==> src/rtl/dmt_pkg.sv <==
package dmt_pkg;

  typedef enum logic [1:0] {
    MD_PWM  = 2'd0,
    MD_DCAP = 2'd1,
    MD_DTMR = 2'd2,
    MD_SCAP = 2'd3
  } tmr_mode_e;

  localparam int NFLAG = 4;
  localparam int FL_A  = 0;
  localparam int FL_B  = 1;
  localparam int FL_U1 = 2;
  localparam int FL_U2 = 3;

  localparam logic [NFLAG-1:0] MASK_IRQ_A = 4'b0101;
  localparam logic [NFLAG-1:0] MASK_IRQ_B = 4'b1010;

  // sticky flag update: set dominates clear
  function automatic logic [NFLAG-1:0] flag_next(input logic [NFLAG-1:0] cur,
                                                 input logic [NFLAG-1:0] set,
                                                 input logic [NFLAG-1:0] clr);
    return (cur & ~clr) | set;
  endfunction

  function automatic logic irq_of(input logic [NFLAG-1:0] flg,
                                  input logic [NFLAG-1:0] en,
                                  input logic [NFLAG-1:0] mask);
    return |(flg & en & mask);
  endfunction

endpackage

==> src/rtl/dmt_edge_det.sv <==
module dmt_edge_det #(
  parameter int SYNC = 2
) (
  input  logic clk,
  input  logic rst_n,
  input  logic pin,
  input  logic rise_sel,
  output logic evt
);
  localparam int LAST = SYNC;

  logic [LAST:0] sh;

  always_ff @(posedge clk or negedge rst_n) begin
    if (!rst_n) sh <= '0;
    else        sh <= {sh[LAST-1:0], pin};
  end

  logic cur_lvl, prev_lvl;
  assign cur_lvl  = sh[LAST-1];
  assign prev_lvl = sh[LAST];
  assign evt = rise_sel ? (cur_lvl & ~prev_lvl) : (~cur_lvl & prev_lvl);
endmodule

==> src/rtl/dmt_down_cnt.sv <==
module dmt_down_cnt #(
  parameter int W = 16
) (
  input  logic         clk,
  input  logic         rst_n,
  input  logic         tick,
  input  logic         load,
  input  logic [W-1:0] load_val,
  input  logic [W-1:0] rld_val,
  output logic [W-1:0] cnt,
  output logic         uf
);
  function automatic logic [W-1:0] step(input logic [W-1:0] cur,
                                        input logic [W-1:0] rld);
    return (cur == '0) ? rld : cur - 1'b1;
  endfunction

  assign uf = tick & ~load & (cnt == '0);

  always_ff @(posedge clk or negedge rst_n) begin
    if (!rst_n)    cnt <= '0;
    else if (load) cnt <= load_val;
    else if (tick) cnt <= step(cnt, rld_val);
  end
endmodule

==> src/rtl/dmt_flags.sv <==
module dmt_flags
  import dmt_pkg::*;
(
  input  logic             clk,
  input  logic             rst_n,
  input  logic [NFLAG-1:0] set,
  input  logic [NFLAG-1:0] clr,
  input  logic [NFLAG-1:0] en,
  output logic [NFLAG-1:0] flags,
  output logic             irq_a,
  output logic             irq_b
);
  always_ff @(posedge clk or negedge rst_n) begin
    if (!rst_n) flags <= '0;
    else        flags <= flag_next(flags, set, clr);
  end

  assign irq_a = irq_of(flags, en, MASK_IRQ_A);
  assign irq_b = irq_of(flags, en, MASK_IRQ_B);
endmodule

==> src/rtl/dual_mode_timer.sv <==
module dual_mode_timer
  import dmt_pkg::*;
#(
  parameter int W    = 16,
  parameter int SYNC = 2
) (
  input  logic         clk,
  input  logic         rst_n,
  input  logic [1:0]   mode,
  input  logic         tick1,
  input  logic         tick2,
  input  logic         ta_in,
  input  logic         tb_in,
  input  logic         ta_rise,
  input  logic         tb_rise,
  input  logic         wr_cnt1,
  input  logic         wr_cnt2,
  input  logic         wr_cra,
  input  logic         wr_crb,
  input  logic [W-1:0] wdata,
  input  logic [3:0]   int_en,
  input  logic [3:0]   flag_clr,
  output logic [W-1:0] cnt1_o,
  output logic [W-1:0] cnt2_o,
  output logic [W-1:0] cra_o,
  output logic [W-1:0] crb_o,
  output logic [3:0]   flags_o,
  output logic         irq_a,
  output logic         irq_b,
  output logic         ta_out,
  output logic         ta_oe
);
  localparam int NCNT = 2;
  localparam logic [W-1:0] ALL_ONES = '1;

  tmr_mode_e md;
  assign md = tmr_mode_e'(mode);

  logic is_pwm, is_dcap, is_dtmr, is_scap;
  assign is_pwm  = (md == MD_PWM);
  assign is_dcap = (md == MD_DCAP);
  assign is_dtmr = (md == MD_DTMR);
  assign is_scap = (md == MD_SCAP);

  // ---- pin edge detection ----
  logic evt_a, evt_b;
  dmt_edge_det #(.SYNC(SYNC)) u_edge_a (
    .clk(clk), .rst_n(rst_n), .pin(ta_in), .rise_sel(ta_rise), .evt(evt_a));
  dmt_edge_det #(.SYNC(SYNC)) u_edge_b (
    .clk(clk), .rst_n(rst_n), .pin(tb_in), .rise_sel(tb_rise), .evt(evt_b));

  logic cap_a, cap_b;
  assign cap_a = evt_a & (is_dcap | is_scap);
  assign cap_b = evt_b & is_dcap;

  // ---- registers A / B ----
  logic [W-1:0] cra_q, crb_q;
  logic [W-1:0] cnt [NCNT];

  always_ff @(posedge clk or negedge rst_n) begin
    if (!rst_n) begin
      cra_q <= '0;
      crb_q <= '0;
    end else begin
      if (wr_cra)     cra_q <= wdata;
      else if (cap_a) cra_q <= cnt[0];
      if (wr_crb)     crb_q <= wdata;
      else if (cap_b) crb_q <= cnt[0];
    end
  end

  // ---- pulse output state ----
  logic ta_q;

  // ---- reload selection per mode ----
  logic [W-1:0] rld [NCNT];
  always_comb begin
    unique case (md)
      MD_PWM:  rld[0] = ta_q ? crb_q : cra_q;
      MD_DTMR: rld[0] = cra_q;
      default: rld[0] = ALL_ONES;
    endcase
    rld[1] = (is_dtmr | is_scap) ? crb_q : ALL_ONES;
  end

  // ---- counters ----
  logic [NCNT-1:0] tick_v, load_v, uf_v;
  assign tick_v = {tick2, tick1};
  assign load_v = {wr_cnt2, wr_cnt1};

  for (genvar i = 0; i < NCNT; i++) begin : g_cnt
    dmt_down_cnt #(.W(W)) u_cnt (
      .clk(clk), .rst_n(rst_n),
      .tick(tick_v[i]), .load(load_v[i]),
      .load_val(wdata), .rld_val(rld[i]),
      .cnt(cnt[i]), .uf(uf_v[i]));
  end

  logic c1_uf, c2_uf;
  assign c1_uf = uf_v[0];
  assign c2_uf = uf_v[1];

  always_ff @(posedge clk or negedge rst_n) begin
    if (!rst_n)       ta_q <= 1'b0;
    else if (!is_pwm) ta_q <= 1'b0;
    else if (c1_uf)   ta_q <= ~ta_q;
  end

  // ---- flags ----
  logic [NFLAG-1:0] fset;
  always_comb begin
    fset        = '0;
    fset[FL_A]  = is_pwm ? (c1_uf & ~ta_q) : cap_a;
    fset[FL_B]  = is_pwm ? (c1_uf & ta_q)  : cap_b;
    fset[FL_U1] = c1_uf & ~is_pwm;
    fset[FL_U2] = c2_uf;
  end

  dmt_flags u_flags (
    .clk(clk), .rst_n(rst_n), .set(fset), .clr(flag_clr), .en(int_en),
    .flags(flags_o), .irq_a(irq_a), .irq_b(irq_b));

  assign cnt1_o = cnt[0];
  assign cnt2_o = cnt[1];
  assign cra_o  = cra_q;
  assign crb_o  = crb_q;
  assign ta_out = ta_q;
  assign ta_oe  = is_pwm;
endmodule

==> config.mk <==
export PLATFORM = sky130hd
export DESIGN_NAME = dual_mode_timer
export DESIGN_NICKNAME = d
export VERILOG_FILES = /design/src/rtl/dmt_pkg.sv /design/src/rtl/dmt_edge_det.sv /design/src/rtl/dmt_down_cnt.sv /design/src/rtl/dmt_flags.sv /design/src/rtl/dual_mode_timer.sv
export SDC_FILE = /design/constraint.sdc
export NUM_CORES = 1
export LEC_CHECK = 0
export CORE_ASPECT_RATIO = 1.25
export CORE_MARGIN = 5
export CORE_UTILIZATION = 42
export CTS_BUF_LIST = sky130_fd_sc_hd__clkbuf_4
export CTS_CLUSTER_SIZE = 20
export DETAILED_ROUTE_END_ITERATION = 6
export DONT_BUFFER_PORTS = 1
export PLACE_DENSITY = 0.55
export SYNTH_ARGS = -nofsm -noshare
export SYNTH_HDL_FRONTEND = slang
export SYNTH_HIERARCHICAL = 1
export SYNTH_SLANG_ARGS = --single-unit
==> constraint.sdc <==
create_clock -name clk -period 2.39 [get_ports clk]
set_clock_uncertainty 0.2 [all_clocks]
set_input_delay 0.239 -clock clk [delete_from_list [all_inputs] [get_ports clk]]
set_output_delay 0.239 -clock clk [all_outputs]
set_load 0.05 [all_outputs]
Word level (Yosys, flattened, before mapping). Index checks and enable logic that the tools add are counted.

Register bits after elaboration: 75. Input port bits: 38. Output and inout bits: 72. Logic and storage cells: 69.

$add $sub $neg: 2. Equal/unequal tests: 4. Mux-type cells: 19. Bitwise operators: 27. Reduce and logical (&&, ||, !) cells: 9.

Operators with widths (number): $mux 16 (12); $logic_not 16->1 (2); $pmux 16 s2 (1); $sub 16x1->16 const B (2); $and 1x1->1 (13); $and 4x4->4 (2); $not 1->1 (8); $reduce_bool 2->1 (4); $mux 1 (6); $eq 2x2->1 const B (2); $not 4->4 (1); $or 4x4->4 (1); $reduce_or 2->1 (2); $eq 2x1->1 const B (1); $logic_not 2->1 (1); $ne 2x1->1 const B (1); $or 1x1->1 (2).

Depth between registers and ports, before layout. Gate-level depths: netlist of run 1.

Depth in word-level cells: 6. Mapped depth: 11. Gate-level depth less buffers: 9.

Hierarchy. Netlist of run 1, hierarchy kept.

By module, submodules not included: dmt_down_cnt (times used 2, cells an instance 157, area each 1283.7 sq um, sequential area each 400.4 sq um); dual_mode_timer (times used 1, cells an instance 189, area each 2089.5 sq um, sequential area each 825.8 sq um); dmt_edge_det (times used 2, cells an instance 6, area each 97.6 sq um, sequential area each 75.1 sq um); dmt_flags (times used 1, cells an instance 14, area each 162.7 sq um, sequential area each 100.1 sq um).

Worst setup path before layout of run 1. Ideal clock, no wire load.

Kind: register to register. Start: register g_cnt[0].u_cnt.cnt[2]. End: register u_flags.flags[1]. Setup time: 0.065 ns. Arrival: 2.417 ns. Required time: 2.125 ns. Slack: -0.292 ns. Cell stages (with the launch flop): 11. Path buffers: 3. Period minus slack after synthesis: 2.682 ns. Cell sequence: dfrtp_1 -> buf_6 -> nor4_4 -> nand2_2 -> or2_1 -> buf_6 -> buf_6 -> nor2_1 -> nand3b_1 -> a21oi_1 -> a21o_1.

Cells in the longest elaborated chain, start to end: 5.

RTL lines: start, declared (RTL line dmt_down_cnt.sv:10) `output logic [W-1:0] cnt,`; start signal, assigned (RTL line dmt_down_cnt.sv:22) `else if (load) cnt <= load_val;`; start signal, assigned (RTL line dmt_down_cnt.sv:23) `else if (tick) cnt <= step(cnt, rld_val);`; $logic_not 16->1 (RTL line dmt_down_cnt.sv:18) `assign uf = tick & ~load & (cnt == '0);`; $and 1x1->1 (RTL line dmt_down_cnt.sv:18); net c1_uf (RTL line dual_mode_timer.sv:99) `logic c1_uf, c2_uf;`; $and 1x1->1 (RTL line dual_mode_timer.sv:114) `fset[FL_B] = is_pwm ? (c1_uf & ta_q) : cap_b;`; $mux 1 (RTL line dual_mode_timer.sv:114); net fset[1] (RTL line dual_mode_timer.sv:110) `logic [NFLAG-1:0] fset;`; $or 4x4->4 (RTL line dmt_pkg.sv:23) `return (cur & ~clr) | set;`; end signal, assigned (RTL line dmt_flags.sv:15) `else flags <= flag_next(flags, set, clr);`; end, declared (RTL line dmt_flags.sv:9) `output logic [NFLAG-1:0] flags,`.

The timed path passes the listed nets, and every way through them passes these cells. A chain may end at the register's enable or synchronous reset.

Worst setup path after layout of run 1.
Start: register g_cnt[0].u_cnt.cnt[1]. End: register g_cnt[0].u_cnt.cnt[8].

Cells in the longest elaborated chain, start to end: 4. Elaborated cells on any way between the ends: 5. Classes of those cells: 1 x add/sub; 3 x mux; 1 x reduce/logical.

RTL lines: $sub 16x1->16 / $logic_not 16->1 (equally long branches) (RTL line dmt_down_cnt.sv:15) `return (cur == '0) ? rld : cur - 1'b1;`; $mux 16 (*) (RTL line dmt_down_cnt.sv:15); $mux 16 (*) (RTL line dmt_down_cnt.sv:23); $mux 16 (*) (RTL line dmt_down_cnt.sv:22).

Mark *: on every way between the ends. The rest lies on a longest branch, timed or not. The select of a mux whose other input is x is not followed.

==> impl_metrics.csv, run 1 <==
group,metric,value,unit
status,outcome,"finished, final reports clean",
power_and_ir_drop,p_comb_share,30.2,%
route,routed_wl,16.6,mm
route,drt-initial-drc-count,370,
sta,setup_slack,0.124,ns
yosys,synth-warning-count,6,
floorplan,die_y,132,µm
finish,fin_util,50.7,%
finish,area_delta_synth_final,17.9,%
sta,period_needed,2.27,ns
setup_path,arrival,2.35,ns
floorplan,dieArea,14200,µm²
global_route,grt_remaining_overflow,0,
yosys,synth_area,5010,µm²
clock_tree,cts-root-buf,"clkbuf_4",
setup_path,critPathLaunchType,"flop",
global_route,antenna_found_initial,2,
power_and_ir_drop,power_frac_clock,22.8,%
yosys,syn_avg_cell_area,9.48,µm²
yosys,synth_commonest_cells,"dfrtp_1, o21ai_0, nor2_1",
yosys,seq_area_frac_synth,37.4,%
place,gp_congestion,0.910,
power_and_ir_drop,ir_drop,289,µV
global_route,grtUsageTotal,23.9,%
clock_tree,clkSinkCount,75,
floorplan,start_util,43.0,%
yosys,yosysTopAreaCell,"dfrtp_1",
clock_tree,clk_pin_slew,0.12,ns
place,dp_hpwl,11.6,mm
route,drc_errors,0,
floorplan,die_x,108,µm
clock_tree,cts_buffer_depth,2,
sta,final-setup-viol-count,0,
finish,fin_nets,632,
floorplan,boundaryPins,110,
yosys,ys_types,53,
sta,maxSlewViolCount,0,
yosys,syn_nets,571,
power_and_ir_drop,power.leakage,2.52,nW
setup_path,slowest_delay,0.43,ns
clock_tree,clk_latency,0.44,ns
global_route,grt_start_max_net_pins,76,
setup_path,setup.worst_path.class,"flop to flop",
clock_tree,htreeDepth,3,
setup_path,required,2.48,ns
sta,fin_crit_sh,94.8,%
place,dp_slack,0.0293,ns
route,antenna_left,0,
floorplan,core_area,11700,µm²
job,drv_cap,0,
place,dpl_cell_area,5390,µm²
floorplan,row_count,44,
global_route,grt_pass1_vias,4386,
setup_path,critPathBufInv,2,
setup_path,cp_top_family,"simple AND/OR/NAND/NOR gates",
setup_path,crit_chain,"inv_1 > ha_1 > nor2b_1 > nand3_1 > or2_4 > buf_4 > nor3_1 > o41ai_1",
power_and_ir_drop,power_frac_seq,47.0,%
clock_tree,cts_tree,"built",
clock_tree,cts_buffers,9,
sta,max_freq,441,MHz
yosys,async_flop_share,100,%
sta,worst_pin_slew,1.21,ns
place,dp_cells,706,
sta,grt_setup_unrepaired,"false",
power_and_ir_drop,p_total,3.94,mW
sta,final_hold_viol_count,0,
power_and_ir_drop,sw_frac_of_total,41.7,%
power_and_ir_drop,power_density,667,nW/µm²
yosys,ys_top_cells_by_area,"dfrtp_1, mux2i_1, mux2_4",
finish,drive_gt1_share,21.0,%
sta,slew_headroom,19.1,%
place,portBuffers,0,
yosys,ys_ff_latch,75,
setup_path,crit_fanout,9,
route,wl_per_cell,21.9,µm
yosys,synth_edf_count,0,
yosys,synth_most_common_cell,"dfrtp_1",
yosys,synthCells,529,
clock_tree,post_cts_buffers,0,
finish,finalNonFillerCells,757,
yosys,synthFlopType,"dfrtp_1",
finish,final_area,5910,µm²
route,firstDrtPassIters,6,
global_route,grt_pass1_wl,26.1,mm
route,num_vias,4428,
setup_path,worstSetupEndpointType,"flop",
power_and_ir_drop,p_switching,1.64,mW
worst_hold_path,hp-class,"input pin to flop",
power_and_ir_drop,internal_power,2.30,mW
route,via_per_inst,5.85,
setup_path,cpMaxStageDelayCell,"dfrtp_2",
yosys,synth_top_area_share,37.4,%
setup_path,regToRegSetupSlack,0.12,ns
==> registers in the layout (all words and copies together) (netlist names) <==
name	flops
cra_o	16
crb_o	16
g_cnt.u_cnt/cnt	32
ta_out	1
u_edge_a/sh	3
u_edge_b/sh	3
u_flags/flags	4
==> stage by stage <==
stage,setup TNS (ns),hold WS (ns)
CTS,0,0.00560
floorplan,-0.0241,-0.257
detailed placement,0,-0.253
global route,0,0.0391
finish,0,0.0273
global placement,0,-0.253
==> final timing paths <==
kind / startpoint / cells after the start / end
max: g_cnt[0].u_cnt/cnt[1] / 8 / g_cnt[0].u_cnt/cnt[8]
min: wr_cra / 4 / cra_o[15]
max reg2reg: g_cnt[0].u_cnt/cnt[1] / 8 / g_cnt[0].u_cnt/cnt[8]
min reg2reg: u_edge_b/sh[0] / 0 / u_edge_b/sh[1]
max in group asynchronous: rst_n / 2 / g_cnt[0].u_cnt/cnt[3]
min in group asynchronous: rst_n / 2 / g_cnt[1].u_cnt/cnt[3]
==> worst register-to-register path, stage by stage, from the launching register on <==
cell and delay [ns]:
dfrtp_2 0.43, inv_1 0.10, ha_1 0.17, nor2b_1 0.26, nand3_1 0.15, or2_4 0.34, buf_4 0.20, nor3_1 0.19
o41ai_1 0.09
==> area by class of cell <==
class	count	area, µm²
Antenna cell	1	2.50
Clock buffer	10	75.1
Clock inverter	6	80.1
Fill cell	1126	5760
Inverter	14	52.6
Multi-Input combinational cell	407	2880
Sequential cell	75	1880
Tap cell	161	201
Timing Repair Buffer	83	738
==> kinds of logic after synthesis <==
family / Yosys count / share of synthesized area, %
AO/OA/AOI/OAI: 116 / 15.1
XOR/XNOR: 13 / 2.27
adder cells (fa/ha/maj): 4 / 0.998
buffers and inverters: 47 / 5.66
flip-flops: 75 / 37.4
multiplexers: 66 / 15.2
AND/OR/NAND/NOR: 208 / 23.3
==> routing by layer <==
metal / wire (µm) / share of wire [%] / track usage (%) / vias up
met5: 11 / 0.066 / 0 / -
met4: 435 / 2.6 / 8.00 / 2
met3: 1120 / 6.7 / 5.19 / 31
met2: 8100 / 49 / 38.4 / 161
met1: 6930 / 42 / 31.7 / 2199
li1: - / - / - / 2035
==> placed cells by master, fill, tap and decap left out, types with 6 or more instances in the layout <==
master         netlist  layout
nor3b_1             14      14
o21ai_0             36      36
inv_1               13      13
dfrtp_1             75      70
nor2b_1             27      27
nand3_1             32      32
buf_4                2      48
a211o_1             18      18
o21ai_1              6       6
nor3_1              19      18
o41ai_1              6       6
dlygate4sd3_1        0      33
nand2b_1            21      21
a21oi_1             28      27
mux2_1               6       6
mux2i_1             28      28
mux2_2              18      18
nor2_1              35      34
nand2_1             29      29
xnor2_1             11      11
clkbuf_4             0      10
mux2_4              14      14
==> what timing repair did <==
action                     CTS  global route
hold endpoints to repair   146             0
hold buffers                34             0
setup endpoints to repair    1             6
resized for setup            1             3
==> power groups by stage <==
stage	sequential [mW]	combinational [mW]	clock [mW]
final	1.86	1.19	0.898
after global routing	1.87	1.28	0.972
after CTS	1.86	1.19	0.922
after detailed placement	1.88	1.04	0
after global placement	1.88	1.03	0
after floorplan	2.10	0.568	0
Power figures use the tool's default switching activity.
==> run 2, diff against run 1 <==
--- a/config.mk
+++ b/config.mk
@@ -12,7 +12,7 @@
 export CTS_CLUSTER_SIZE = 20
 export DETAILED_ROUTE_END_ITERATION = 6
 export DONT_BUFFER_PORTS = 1
-export PLACE_DENSITY = 0.55
+export PLACE_DENSITY = 0.57
 export SYNTH_ARGS = -nofsm -noshare
 export SYNTH_HDL_FRONTEND = slang
 export SYNTH_HIERARCHICAL = 1
==> constraint.sdc (replaced) <==
create_clock -name clk -period 2.1 [get_ports clk]
set_clock_uncertainty 0.2 [all_clocks]
set_input_delay 0.21 -clock clk [delete_from_list [all_inputs] [get_ports clk]]
set_output_delay 0.21 -clock clk [all_outputs]
set_load 0.05 [all_outputs]
==> impl_metrics.csv, run 2 (same netlist as run 1, synthesis figures left out) <==
group,metric,value,unit
status,outcome,"finished, violations left",
status,violations,"negative setup slack",
sta,final-setup-viol-count,2,
clock_tree,clk_latency,0.45,ns
power_and_ir_drop,power_density,693,nW/µm²
place,portBuffers,0,
route,routed_wl,17.5,mm
floorplan,core_area,11700,µm²
sta,fin_crit_sh,101,%
setup_path,cp-startpoint,"g_cnt[0].u_cnt/cnt[5]",
floorplan,row_count,44,
floorplan,start_util,43.0,%
power_and_ir_drop,p_switching,1.94,mW
place,gp_congestion,0.923,
setup_path,setup.worst_path.class,"flop to flop",
sta,max_freq,469,MHz
finish,register_area,1890,µm²
power_and_ir_drop,internal_power,2.61,mW
clock_tree,cts_buffers,9,
finish,largest_register_ffs,32,
power_and_ir_drop,p_comb_share,36.5,%
power_and_ir_drop,sw_frac_of_total,42.6,%
sta,worst_pin_slew,1.28,ns
place,dpl_cell_area,5650,µm²
route,num_vias,4692,
finish,multi_input_area,3050,µm²
finish,drive_gt1_share,28.9,%
clock_tree,clkSinkCount,75,
clock_tree,cts-root-buf,"clkbuf_4",
power_and_ir_drop,power_frac_seq,43.8,%
finish,fin_nets,685,
global_route,grtUsageTotal,24.7,%
global_route,grt_pass1_wl,27.3,mm
sta,maxSlewViolCount,0,
global_route,grt_start_max_net_pins,76,
finish,nFillCells,1068,
power_and_ir_drop,ir_drop,370,µV
sta,whs,0.0270,ns
finish,final_common_cell,"buf_4",
setup_path,arrival,2.26,ns
sta,grt_setup_unrepaired,"true",
clock_tree,cts_buffer_depth,2,
route,wl_per_cell,21.6,µm
sta,tns,-0.0540,ns
finish,top_register,"g_cnt.u_cnt/cnt",
floorplan,dieArea,14200,µm²
clock_tree,cts_tree,"built",
route,drc_errors,0,
finish,final_cell_mix,"buf_4, dfrtp_1, dlygate4sd3_1",
global_route,antenna_found_initial,2,
clock_tree,htreeDepth,3,
sta,slew_headroom,14.3,%
setup_path,worstSetupEndpointType,"flop",
setup_path,crit_fanout,6,
route,via_per_inst,5.79,
job,drv_cap,0,
sta,final_hold_viol_count,0,
worst_hold_path,hold_path.startpoint,"mode[1]",
worst_hold_path,hp-class,"input pin to flop",
finish,final_area,6550,µm²
power_and_ir_drop,power.leakage,2.79,nW
route,firstDrtPassIters,7,
global_route,grt_remaining_overflow,0,
floorplan,die_y,132,µm
floorplan,die_x,108,µm
sta,setup_slack,-0.0314,ns
sta,period_needed,2.13,ns
power_and_ir_drop,power_frac_clock,19.7,%
clock_tree,clk_pin_slew,0.12,ns
setup_path,required,2.23,ns
finish,area_delta_synth_final,30.6,%
route,antenna_left,0,
place,dp_hpwl,11.7,mm
floorplan,boundaryPins,110,
route,drt-initial-drc-count,363,
setup_path,timing.rr.start,"g_cnt[0].u_cnt/cnt[5]",
setup_path,critPathLaunchType,"flop",
global_route,grt_pass1_vias,4788,
run 2: cell types whose count changed in the layout (fill, tap and decap cells not counted), moves of 6 or more:
cell,change
dlygate4sd3_1,+19
buf_4,+29
dfrtp_1,-6
dfrtp_2,+6
run 2: worst paths after layout:
| kind | to | slack, ns | cells after the start |
|---|---|---|---|
| max | g_cnt[0].u_cnt/cnt[5] | -0.03 | 6 |
| min | g_cnt[0].u_cnt/cnt[10] | 0.03 | 5 |
| max reg2reg | g_cnt[0].u_cnt/cnt[5] | -0.03 | 6 |
| min reg2reg | u_edge_b/sh[1] | 0.16 | 0 |
| max in group asynchronous | g_cnt[1].u_cnt/cnt[0] | 1.23 | 2 |
| min in group asynchronous | g_cnt[1].u_cnt/cnt[6] | 0.08 | 2 |
run 2: power groups by stage:
stage / registers (mW) / clock network (mW) / logic (mW)
floorplan: 2.39 / 0 / 0.654
global placement: 2.00 / 0 / 1.39
detailed placement: 2.01 / 0 / 1.41
CTS: 1.98 / 0.903 / 1.61
global route: 2.00 / 0.979 / 1.76
finish: 1.99 / 0.895 / 1.66
run 2: layout make-up:
type	instances	share of cell area, %
antenna	2	0.0764
clock buffer	9	1.03
clock inverter	7	0.898
inverter	14	0.802
multi-input combinational	407	46.6
sequential	75	28.9
tap	161	3.08
timing repair buffer	136	18.7
run 2: per-stage QoR:
stage	instances	utilization, %	total power, mW	worst slack, ns
after CTS	804	54.5	4.49	0.00985
after global placement	732	48.4	3.39	0.0522
after detailed placement	732	48.4	3.42	-0.0256
after floorplan	529	-	3.05	-0.301
final	811	56.1	4.54	-0.0314
after global routing	810	56.1	4.75	-0.0660
run 2: per-layer routing:
layer	global-route usage [%]	wire (µm)	up-vias
li1	-	-	2125
met4	10.1	492	2
met5	0	7	-
met3	4.70	1160	38
met1	32.4	7300	2348
met2	39.9	8570	179
run 2: worst max-delay path, cell delays in order (launching register included):
cell and delay [ns]:
dfrtp_1 0.44, buf_4 0.15, buf_4 0.20, nor2b_1 0.14, o21ai_0 0.19, dlygate4sd3_1 0.60
nand3_1 0.09
run 2: what timing repair did:
item / in CTS / in global routing
pin swaps: 1 / 11
endpoints found under the setup margin: 11 / 20
setup buffers: 1 / 5
hold buffers: 55 / 0
resized for setup: 2 / 28
endpoints found under the hold margin: 146 / 0
==> run 3, diff against run 2 <==
--- a/config.mk
+++ b/config.mk
@@ -5,14 +5,14 @@
 export SDC_FILE = /design/constraint.sdc
 export NUM_CORES = 1
 export LEC_CHECK = 0
-export CORE_ASPECT_RATIO = 1.25
+export ABC_CLOCK_PERIOD_IN_PS = 2100
 export CORE_MARGIN = 5
-export CORE_UTILIZATION = 42
+export CORE_UTILIZATION = 56
 export CTS_BUF_LIST = sky130_fd_sc_hd__clkbuf_4
 export CTS_CLUSTER_SIZE = 20
 export DETAILED_ROUTE_END_ITERATION = 6
 export DONT_BUFFER_PORTS = 1
-export PLACE_DENSITY = 0.57
+export PLACE_DENSITY = 0.72
 export SYNTH_ARGS = -nofsm -noshare
 export SYNTH_HDL_FRONTEND = slang
 export SYNTH_HIERARCHICAL = 1
==> impl_metrics.csv, run 3 (same netlist as run 1, synthesis figures left out) <==
group,metric,value,unit
global_route,grt_remaining_overflow,0,
setup_path,cpMaxStageDelayCell,"or4b_4",
setup_path,required,2.22,ns
route,wl_met2,8.05,mm
worst_hold_path,hold_path.startpoint,"tb_rise",
floorplan,die_x,105,µm
route,drc_errors,0,
setup_path,setup.worst_path.class,"flop to flop",
clock_tree,cts-root-buf,"clkbuf_4",
sta,slew_headroom,23.4,%
setup_path,worstSetupEndpointType,"flop",
floorplan,dieArea,10900,µm²
global_route,grt_pass1_vias,4852,
setup_path,timing.rr.start,"g_cnt[0].u_cnt/cnt[5]",
finish,final_common_cell,"buf_4",
finish,area_delta_synth_final,30.0,%
clock_tree,cts_buffer_depth,2,
place,portBuffers,0,
route,routed_wl,17.0,mm
global_route,antenna_found_initial,1,
route,num_vias,4851,
finish,fin_nets,694,
place,dp_hpwl,11.2,mm
route,firstDrtPassIters,5,
place,dpl_cell_area,5620,µm²
sta,worst_pin_slew,1.15,ns
clock_tree,cts_tree,"built",
route,antenna_left,0,
global_route,grt_pass1_wl,26.5,mm
setup_path,cp_top_family,"simple AND/OR/NAND/NOR gates",
clock_tree,clkSinkCount,75,
setup_path,slowest_delay,0.48,ns
setup_path,critPathLaunchType,"flop",
clock_tree,cts_buffers,9,
job,drv_cap,0,
setup_path,crit_fanout,4,
clock_tree,clk_latency,0.43,ns
place,gp_congestion,0.902,
power_and_ir_drop,power_density,688,nW/µm²
finish,multi_input_area,3040,µm²
setup_path,crit_chain,"nor4_4 > nand2_2 > buf_6 > or4b_4 > a21oi_2 > o41ai_2",
finish,largest_register_ffs,32,
setup_path,arrival,2.25,ns
sta,period_needed,2.13,ns
sta,final-setup-viol-count,1,
sta,final_hold_viol_count,0,
route,wl_per_cell,22.2,µm
finish,final_cell_mix,"buf_4, dfrtp_1, dlygate4sd3_1",
route,top_layer,"met4",
floorplan,core_area,8720,µm²
global_route,grtUsageTotal,30.2,%
route,via_per_inst,6.33,
finish,fin_util,74.7,%
floorplan,die_y,105,µm
route,met3_length,1.75,mm
sta,maxSlewViolCount,0,
status,outcome,"finished, violations left",
power_and_ir_drop,ir_drop,439,µV
setup_path,cp-startpoint,"g_cnt[0].u_cnt/cnt[5]",
power_and_ir_drop,power.leakage,2.81,nW
sta,grt_setup_unrepaired,"true",
floorplan,boundaryPins,110,
sta,max_freq,470,MHz
clock_tree,htreeDepth,3,
floorplan,row_count,34,
status,violations,"negative setup slack",
clock_tree,clk_pin_slew,0.13,ns
setup_path,critPathBufInv,1,
route,drt-initial-drc-count,573,
finish,drive_gt1_share,29.4,%
finish,final_area,6520,µm²
finish,top_register,"g_cnt.u_cnt/cnt",
worst_hold_path,hp-class,"input pin to flop",
sta,fin_crit_sh,101,%
finish,register_area,1890,µm²
route,m1WireLength,6.72,mm
floorplan,start_util,57.5,%
sta,setup_slack,-0.0277,ns
finish,nFillCells,628,
global_route,grt_start_max_net_pins,76,
run 3: cell types whose count changed in the layout (fill, tap and decap cells not counted), sizes merged:
cell          before  now
buf               82   88
clkinvlp           1    3
bufinv             1    0
clkinv             5    4
diode              2    1
dlygate4sd3       52   53
dlymetal6s4s       2    3
or2                4    5
run 3: area by class of cell:
| class | count | area share [%] |
|---|---|---|
| clock buffers | 9 | 1.04 |
| inverters | 14 | 0.806 |
| flip-flops and latches | 75 | 29.0 |
| diodes | 1 | 0.0384 |
| repair buffers | 144 | 19.7 |
| multi-input cells | 408 | 46.7 |
| well taps | 108 | 2.07 |
| clock inverters | 7 | 0.691 |
run 3: what timing repair did:
item / 4_1_cts / 5_1_grt
gates resized for setup: 4 / 27
setup endpoints to repair: 7 / 24
gates cloned: 0 / 1
hold endpoints to repair: 146 / 0
buffers inserted: 1 / 3
hold buffers: 58 / 0
pin swaps: 4 / 10
run 3: power by group:
group	internal (mW)	switching, mW
registers	1.61	0.325
logic	0.669	1.08
clock network	0.236	0.561
total	2.52	1.97
run 3: final timing paths:
kind	endpoint	slack, ns	depth (start not counted)
max	g_cnt[0].u_cnt/cnt[13]	-0.03	6
min in group asynchronous	u_edge_a/sh[2]	0.10	2
max in group asynchronous	g_cnt[0].u_cnt/cnt[7]	1.25	2
min	u_flags/flags[1]	0.05	5
min reg2reg	u_edge_a/sh[1]	0.16	0
max reg2reg	g_cnt[0].u_cnt/cnt[13]	-0.03	6
run 3: through the flow:
| stage | instances | total power [mW] | setup WS, ns | setup TNS (ns) | hold WS [ns] |
|---|---|---|---|---|---|
| 3_5_place_dp | 686 | 3.42 | -0.0356 | -0.0769 | -0.283 |
| 4_1_cts | 761 | 4.43 | 0.00252 | 0 | 0.00273 |
| 5_1_grt | 766 | 4.68 | -0.0930 | -0.221 | 0.0293 |
| 3_3_place_gp | 686 | 3.39 | 0.0295 | 0 | -0.283 |
| 6_report | 766 | 4.48 | -0.0277 | -0.0277 | 0.0455 |
| 2_1_floorplan | 529 | 3.05 | -0.301 | -2.78 | -0.286 |
run 3: tightest hold or removal path: cells and delay by family:
kind	cells	cell delay, ns
AO/OA/AOI/OAI	3	0.28
AND/OR/NAND/NOR	2	0.16
run 3: metal layers:
layer | GRT usage, % | vias up
li1 | - | 2143
met3 | 6.84 | 46
met4 | 10.4 | 0
met2 | 49.1 | 279
met1 | 39.8 | 2383
met5 | 0 | -
